$ cat src/rtl/rtseq_pkg.sv
package rtseq_pkg;

    typedef enum logic [1:0] {
        ST_LAUNCH = 2'd0,
        ST_PWRT   = 2'd1,
        ST_OST    = 2'd2,
        ST_RUN    = 2'd3
    } seq_state_e;

    typedef struct packed {
        seq_state_e state;
        logic       core_rst;
    } seq_regs_t;

    // Crystal-type modes occupy the lowest three codes.
    function automatic logic is_xtal(input logic [2:0] mode);
        return (mode < 3'd3);
    endfunction

endpackage

$ cat src/rtl/rtseq_stage_ctr.sv
module rtseq_stage_ctr #(
    parameter int unsigned LENGTH = 16
) (
    input  logic clk_i,
    input  logic por_i,
    input  logic run_i,
    input  logic step_i,
    output logic expire_o
);
    localparam int unsigned CW = (LENGTH > 1) ? $clog2(LENGTH) : 1;
    localparam logic [CW-1:0] LAST = CW'(LENGTH - 1);

    typedef struct packed {
        logic [CW-1:0] cnt;
    } ctr_regs_t;

    ctr_regs_t ctr_d, ctr_q;
    logic      at_last;

    always_comb begin
        ctr_d    = ctr_q;
        at_last  = (ctr_q.cnt == LAST);
        expire_o = run_i && step_i && at_last;
        if (!run_i) begin
            ctr_d.cnt = '0;
        end else if (step_i) begin
            ctr_d.cnt = at_last ? '0 : ctr_q.cnt + CW'(1);
        end
    end

    always_ff @(posedge clk_i or posedge por_i) begin
        if (por_i) begin
            ctr_q <= '0;
        end else begin
            ctr_q <= ctr_d;
        end
    end

    // the count never passes the stage length
    a_r5_count_bounded: assert property (@(posedge clk_i) disable iff (por_i)
        ctr_q.cnt <= LAST);

    // without a step the count holds (or clears when the stage ends)
    a_r6_hold_without_step: assert property (@(posedge clk_i) disable iff (por_i)
        (run_i && !step_i) |=> (ctr_q.cnt == $past(ctr_q.cnt)) || (ctr_q.cnt == '0));

endmodule

$ cat src/rtl/reset_timeout_seq.sv
module reset_timeout_seq
    import rtseq_pkg::*;
#(
    parameter int unsigned PWRT_TICKS = 64,
    parameter int unsigned OST_CYCLES = 1024
) (
    input  logic       clk_i,
    input  logic       por_i,
    input  logic       bor_i,
    input  logic       mclr_n_i,
    input  logic       wake_i,
    input  logic [2:0] osc_mode_i,
    input  logic       pwrt_dis_i,
    input  logic       slow_tick_i,
    input  logic       clk_ok_i,
    output logic       core_rst_o,
    output logic       busy_o
);
    seq_regs_t seq_d, seq_q;
    logic      xtal;
    logic      pwrt_run, ost_run;
    logic      pwrt_exp, ost_exp;

    assign xtal     = is_xtal(osc_mode_i);
    assign pwrt_run = (seq_q.state == ST_PWRT);
    assign ost_run  = (seq_q.state == ST_OST);

    rtseq_stage_ctr #(.LENGTH(PWRT_TICKS)) u_pwrt_ctr (
        .clk_i   (clk_i),
        .por_i   (por_i),
        .run_i   (pwrt_run),
        .step_i  (slow_tick_i),
        .expire_o(pwrt_exp)
    );

    rtseq_stage_ctr #(.LENGTH(OST_CYCLES)) u_ost_ctr (
        .clk_i   (clk_i),
        .por_i   (por_i),
        .run_i   (ost_run),
        .step_i  (clk_ok_i),
        .expire_o(ost_exp)
    );

    always_comb begin
        seq_d = seq_q;
        unique case (seq_q.state)
            ST_LAUNCH: begin
                if (!pwrt_dis_i)  seq_d.state = ST_PWRT;
                else if (xtal)    seq_d.state = ST_OST;
                else              seq_d.state = ST_RUN;
            end
            ST_PWRT: begin
                if (pwrt_exp)     seq_d.state = xtal ? ST_OST : ST_RUN;
            end
            ST_OST: begin
                if (ost_exp)      seq_d.state = ST_RUN;
            end
            ST_RUN: begin
                if (wake_i && xtal) seq_d.state = ST_OST;
            end
            default:              seq_d.state = ST_LAUNCH;
        endcase
        if (bor_i) begin
            seq_d.state = ST_LAUNCH;
        end
        seq_d.core_rst = !mclr_n_i || (seq_d.state != ST_RUN);
    end

    always_ff @(posedge clk_i or posedge por_i) begin
        if (por_i) begin
            seq_q.state    <= ST_LAUNCH;
            seq_q.core_rst <= 1'b1;
        end else begin
            seq_q <= seq_d;
        end
    end

    assign core_rst_o = seq_q.core_rst;
    assign busy_o     = (seq_q.state != ST_RUN);

    // a pending stage always keeps the core in reset
    a_r9_busy_holds_core: assert property (@(posedge clk_i) disable iff (por_i)
        busy_o |-> core_rst_o);

    // a low pin holds the core on the following cycle
    a_r9_pin_holds_core: assert property (@(posedge clk_i) disable iff (por_i)
        !mclr_n_i |=> core_rst_o);

    // brown-out restarts the sequence
    a_r7_bor_restarts: assert property (@(posedge clk_i) disable iff (por_i)
        bor_i |=> busy_o && core_rst_o && (seq_q.state == ST_LAUNCH));

    // a disabled power-up timer is never entered from launch
    a_r3_timer_bypassed: assert property (@(posedge clk_i) disable iff (por_i)
        (seq_q.state == ST_LAUNCH && pwrt_dis_i && !bor_i) |=> seq_q.state != ST_PWRT);

    // start-up stage waits while the clock is not valid
    a_r6_ost_waits: assert property (@(posedge clk_i) disable iff (por_i)
        (ost_run && !clk_ok_i && !bor_i) |=> seq_q.state == ST_OST);

    // wake in a non-crystal mode keeps the core running
    a_r8_wake_no_delay: assert property (@(posedge clk_i) disable iff (por_i)
        (!busy_o && wake_i && !xtal && !bor_i) |=> !busy_o);

endmodule

$ cat config.mk
export PLATFORM = sky130hd
export DESIGN_NAME = reset_timeout_seq
export DESIGN_NICKNAME = d
export VERILOG_FILES = /design/src/rtl/rtseq_pkg.sv /design/src/rtl/rtseq_stage_ctr.sv /design/src/rtl/reset_timeout_seq.sv
export SDC_FILE = /design/constraint.sdc
export NUM_CORES = 1
export LEC_CHECK = 0
export ABC_CLOCK_PERIOD_IN_PS = 2200
export CORE_UTILIZATION = 40
export CTS_BUF_LIST = sky130_fd_sc_hd__clkbuf_16
export DETAILED_ROUTE_END_ITERATION = 10
export GPL_TIMING_DRIVEN = 0
export HOLD_SLACK_MARGIN = 0.03
export PLACE_DENSITY = 0.7
export SLEW_MARGIN = 5
export SYNTH_ARGS = -nofsm -noshare
export SYNTH_HDL_FRONTEND = slang
export SYNTH_SLANG_ARGS = --single-unit
$ cat constraint.sdc
create_clock -name clk_i -period 2.2 [get_ports clk_i]
set_clock_uncertainty 0.1 [all_clocks]
set_input_delay 0.44 -clock clk_i [delete_from_list [all_inputs] [get_ports clk_i]]
set_output_delay 0.44 -clock clk_i [all_outputs]
set_load 0.01 [all_outputs]
* Word level (Yosys, flattened, before mapping)
Cells that the tools add are included.
** Storage, ports and cells
- Register bits :: 19
- Input bits :: 11
- Logic and storage cells :: 37
** Cells by class
- $add $sub $neg :: 2
- $lt $le $gt $ge :: 1
- Eq/ne operators :: 9
- Mux-type cells :: 13
- Reduce and logical (&&, ||, !) cells :: 8
** Operators by type and width (number)
- 10-bit 2-to-1 mux :: 3
- 6-bit 2-to-1 mux :: 3
- 10-bit by 1-bit adder with 10-bit output, second input constant :: 1
- 10-bit == test, second input constant :: 1
- 2-bit 2-to-1 mux :: 5
- 2-bit inequality test, second input constant :: 4
- 2-bit case mux with 4 select lines :: 1
- 6-bit by 1-bit adder with 6-bit output, second input constant :: 1
- 6-bit == test, second input constant :: 1
- 1-bit logical AND :: 5
- 2-bit == test, second input constant :: 2
- 3-bit by 2-bit < comparator with 1-bit output, second input constant :: 1
- 2-bit by 1-bit == test with 1-bit output, second input constant :: 1
- 2-bit logical NOT :: 1
- 1-bit logical NOT :: 1
- 1-bit logical OR :: 1
- 1-bit 2-to-1 mux :: 1

* Depth between registers and ports, before layout
Gate-level depths: netlist of run 1.
- Depth after elaboration :: 8
- Mapped depth :: 5
- Depth with buffers taken out :: 5

* Modules after synthesis
From an unflattened synthesis of run 1, not the netlist that was laid out.
** Second synthesis, totals
- Cell total of the unflattened synthesis :: 117
- Area, all modules :: 1151.1 um^2
** By module, submodules not included
- rtseq_stage_ctr at u_ost_ctr :: instances 1, cells an instance 60, area each 606.8 um^2
- rtseq_stage_ctr at u_pwrt_ctr :: instances 1, cells an instance 36, area each 347.8 um^2
- reset_timeout_seq :: instances 1, cells an instance 21, area each 196.4 um^2

* Worst setup path after synthesis of run 1
OpenSTA, ideal clock, no wires.
- Path kind :: register -> register
- From :: register u_ost_ctr.ctr_q[0] in the netlist's numbering
- To :: register u_ost_ctr.ctr_q[7] in the netlist's numbering
- Setup time :: 0.126 ns
- Arrival :: 1.292 ns
- Required time :: 1.974 ns
- Slack :: 0.682 ns
- Stages on the path, launching flop included :: 6
- Path buffers :: 0
- Clock period less this slack :: 1.518 ns
- Cell sequence :: dfrtp_1 ha_1 and3_4 a31oi_4 and3_1 a221o_1
** Between the ends
- Longest elaborated chain between the ends :: 4
- Elaborated cells on any way between the ends :: 5
** Ends and longest elaborated chain
- from (decl) :: RTL line rtseq_stage_ctr.sv:17 : ctr_regs_t ctr_d, ctr_q;
- from (signal assigned) :: RTL line rtseq_stage_ctr.sv:35 : ctr_q <= ctr_d;
- 10-bit by 1-bit adder with 10-bit output or 10-bit == test (tied branches) :: RTL line rtseq_stage_ctr.sv:27, rtseq_stage_ctr.sv:22
- 10-bit 2-to-1 mux * :: RTL line rtseq_stage_ctr.sv:27 : ctr_d.cnt = at_last ? '0 : ctr_q.cnt + CW'(1);
- 10-bit 2-to-1 mux * :: RTL line rtseq_stage_ctr.sv:26 : end else if (step_i) begin
- 10-bit 2-to-1 mux * :: RTL line rtseq_stage_ctr.sv:24 : if (!run_i) begin
Every way passes the cells marked *; elsewhere a longest branch is shown, timed or not. The select of a mux whose other input is x is not followed.
A chain may end at the register's enable or synchronous reset.

* Final worst setup path of run 1
- From :: register seq_q[2] in the netlist's numbering
- To :: output port busy_o
** Between the ends
- Longest elaborated chain between the ends :: 1
** Ends and longest elaborated chain
- from (decl) :: RTL line reset_timeout_seq.sv:19 : seq_regs_t seq_d, seq_q;
- from (signal assigned) :: RTL line reset_timeout_seq.sv:74 : seq_q <= seq_d;
- 2-bit inequality test :: RTL line reset_timeout_seq.sv:79 : assign busy_o = (seq_q.state != ST_RUN);
- to (decl) :: RTL line reset_timeout_seq.sv:17 : output logic busy_o
No other way between the ends.

==> metrics.yaml, run 1 <==
run_status:
  status: "finished, final reports clean"
worst_setup_path:
  critical_path_arrival_ns: 1.34
  setup.worst_path.start_class: "register"
  worstSetupEndpoint: "busy_o"
  critical_path.cell_chain: "nand2_1 -> clkdlybuf4s50_1"
  r2r-start: "u_ost_ctr.ctr_q[1]$_DFFE_PP0P_"
  r2r_end: "u_ost_ctr.ctr_q[7]$_DFFE_PP0P_"
  ff2ff_path_depth: 5
  required_ns: 1.66
  crit_fanout: 9
  worstSetupPathType: "reg -> out"
  reg2reg_slack_ns: 0.52
  cpPeakStageDelay_ns: 0.53
  end_kind: "output pin"
  startpoint: "seq_q[2]$_DFF_PP0_"
  crit_slowest_cell: "clkdlybuf4s50_1"
clock_network:
  cts.sinks: 19
  insertion_delay_ns: 0.25
  ctsHoldBuffers: 0
  clk_pin_slew_ns: 0.05
  numCtsBuffers: 3
  cts_root_buffer: "clkbuf_16"
  post-cts-setup-buffers: 0
  cts_tree: "done"
  ctsLongestPathBuffers: 2
  cts-htree-levels: 1
  postCtsResizedCells: 0
layout:
  final_common_cell: "dfrtp_1"
  antenna_cells: 0
  nets: 135
  syn2layout_area_growth_pct: 21.4
  drive_gt1_share_pct: 12.4
  final_cell_area_um2: 1280
  multi_input_area_um2: 567
  layout.area.seq_um2: 477
  final_cell_mix: "dfrtp_1, clkdlybuf4s50_1, a21oi_1, nor2_1, nand2_1"
  fillCellCount: 233
timing:
  slew_headroom_pct: 51.5
  fmax_mhz: 532
  slew_violations: 0
  hold_slack_ns: 0.439
  tightestPinTransition_ns: 0.727
  fin_crit_ns: 1.88
  rsz0062_at_grt: "no"
  finalSetupTns_ns: 0
  setup_viol: 0
  fin_crit_sh_pct: 85.5
  hold_viol: 0
yosys:
  ys_warn_count: 0
  avgSynthCellArea_um2: 9.96
  synth.yosys.seq_area_share_pct: 45.1
  synth_top_cell_by_area: "dfrtp_1"
  async_flop_share_pct: 100
  netlist_area_um2: 1060
  synth_nets: 119
  synth_top_cell_area_share_pct: 42.7
  synth_area_leaders: "dfrtp_1, a21oi_1, xor2_1"
  ys_ff_latch: 19
  syn_inst: 106
  ys.flop_type: "dfrtp_1"
  synth_edf_count: 0
  ys_types: 36
power:
  powerDensity_nw_per_um2: 627
  power_uw: 804
  p_leak_nw: 0.529
  ir_drop_v: 0.000408
global_routing:
  grt_max_degree: 20
  antenna_found_initial: 0
  grt_pass1_vias: 759
  use_met1_pct: 22.1
  use_met2_pct: 26.3
  grt_use_total_pct: 16.7
  met3_usage_pct: 1.72
  gr-max-usage-layer: "met2"
  grt_overflow: 0
  grt_first_pass_wirelength_um: 3350
routing:
  drtIter0Drc: 16
  drc: 0
  ant_nets: 0
  avgRoutedWirePerCell_um: 13.7
  vias: 856
  drtPass1Iterations: 4
  drt-vias-per-instance: 5.67
  wl_um: 2070
floorplan:
  rows: 18
  dieArea_um2: 2850
  dieWidth_um: 53.4
  core_area_um2: 2480
  ios: 13
  initial_core_util_pct: 42.6
  die_h_um: 53.4
placed_design:
  port_buffers: 11
  placed_cell_area_um2: 1200
  place.gp.congestion: 0.797
  hpwl_um: 1540
hold_path:
  min_path_type: "in -> reg"
flow_run:
  drv_cap: 0
Yosys cell counts (3+ instances only):
library cell,n
nor2b_1,3
o21ai_0,3
and3_1,4
a21oi_1,9
nand4_1,5
xor2_1,4
or3_1,3
nand3_1,6
nand2_1,7
dfrtp_1,18
nor2_1,9
nand2b_1,4
a22o_2,3
final cells by class:
class	instances	area share, %
tap	30	2.93
sequential	19	37.2
multi-input combinational	84	44.2
inverter	2	0.585
clock buffer	3	5.85
timing repair buffer	11	8.59
clock inverter	1	0.293
buffer	1	0.390
worst max-delay path, delay by kind of cell, from the launching register on:
kind                   cells  cell delay, ns
buffers and inverters      1            0.53
DFF                        1            0.46
and+or+nand+nor            1            0.10
logic make-up after synthesis:
logic type | count (synthesis) | synth area share, %
xor+xnor | 5 | 4.15
fa+ha+maj | 2 | 2.37
buf+inv | 3 | 1.18
mux | 2 | 2.01
simple gates | 53 | 30.0
flops | 19 | 45.1
compound gates | 22 | 15.2
routing by layer:
metal  wire length [um]  vias up
met5                  0        -
met2               1030       12
met3                 48        5
li1                   -      428
met4                 43        0
met1                953      411
per-stage QoR:
step	instances	utilization [%]	setup WS, ns
global route	151	51.8	0.274
detailed placement	147	48.6	0.196
CTS	151	51.8	0.313
finish	151	51.8	0.320
floorplan	106	-	0.682
global placement	147	48.6	0.187
report_power, final:
group	total, mW	switching, mW	internal (mW)	leakage, nW
registers	0.370	0.0114	0.358	0.258
logic	0.0712	0.0354	0.0358	0.228
clock network	0.364	0.122	0.241	0.0423
state kept, by name, summed over array words and instances, names as in the netlist:
name	cells
u_pwrt_ctr.ctr_q	6
seq_q	2
u_ost_ctr.ctr_q	10
core_rst_o	1
how the worst min path moves through the flow:
stage                     depth (start not counted)                               to                      startpoint
after floorplan                                   1               seq_q[1]$_DFF_PP0_                           por_i
after global placement                            2   u_ost_ctr.ctr_q[9]$_DFFE_PP0P_  u_ost_ctr.ctr_q[9]$_DFFE_PP0P_
after detailed placement                          2   u_ost_ctr.ctr_q[9]$_DFFE_PP0P_  u_ost_ctr.ctr_q[9]$_DFFE_PP0P_
after CTS                                         2  u_pwrt_ctr.ctr_q[3]$_DFFE_PP0P_                     slow_tick_i
after global routing                              2  u_pwrt_ctr.ctr_q[3]$_DFFE_PP0P_                     slow_tick_i
final                                             2  u_pwrt_ctr.ctr_q[3]$_DFFE_PP0P_                     slow_tick_i
No activity file was read; power rests on OpenSTA's default activity.
==> run 2, diff against run 1 <==
--- a/config.mk
+++ b/config.mk
@@ -10,7 +10,7 @@
 export CTS_BUF_LIST = sky130_fd_sc_hd__clkbuf_16
 export DETAILED_ROUTE_END_ITERATION = 10
 export GPL_TIMING_DRIVEN = 0
-export HOLD_SLACK_MARGIN = 0.03
+export HOLD_SLACK_MARGIN = 0.02
 export PLACE_DENSITY = 0.7
 export SLEW_MARGIN = 5
 export SYNTH_ARGS = -nofsm -noshare
==> results of run 2 <==
No change in the layout: final DEF, timing and power equal those of run 1.
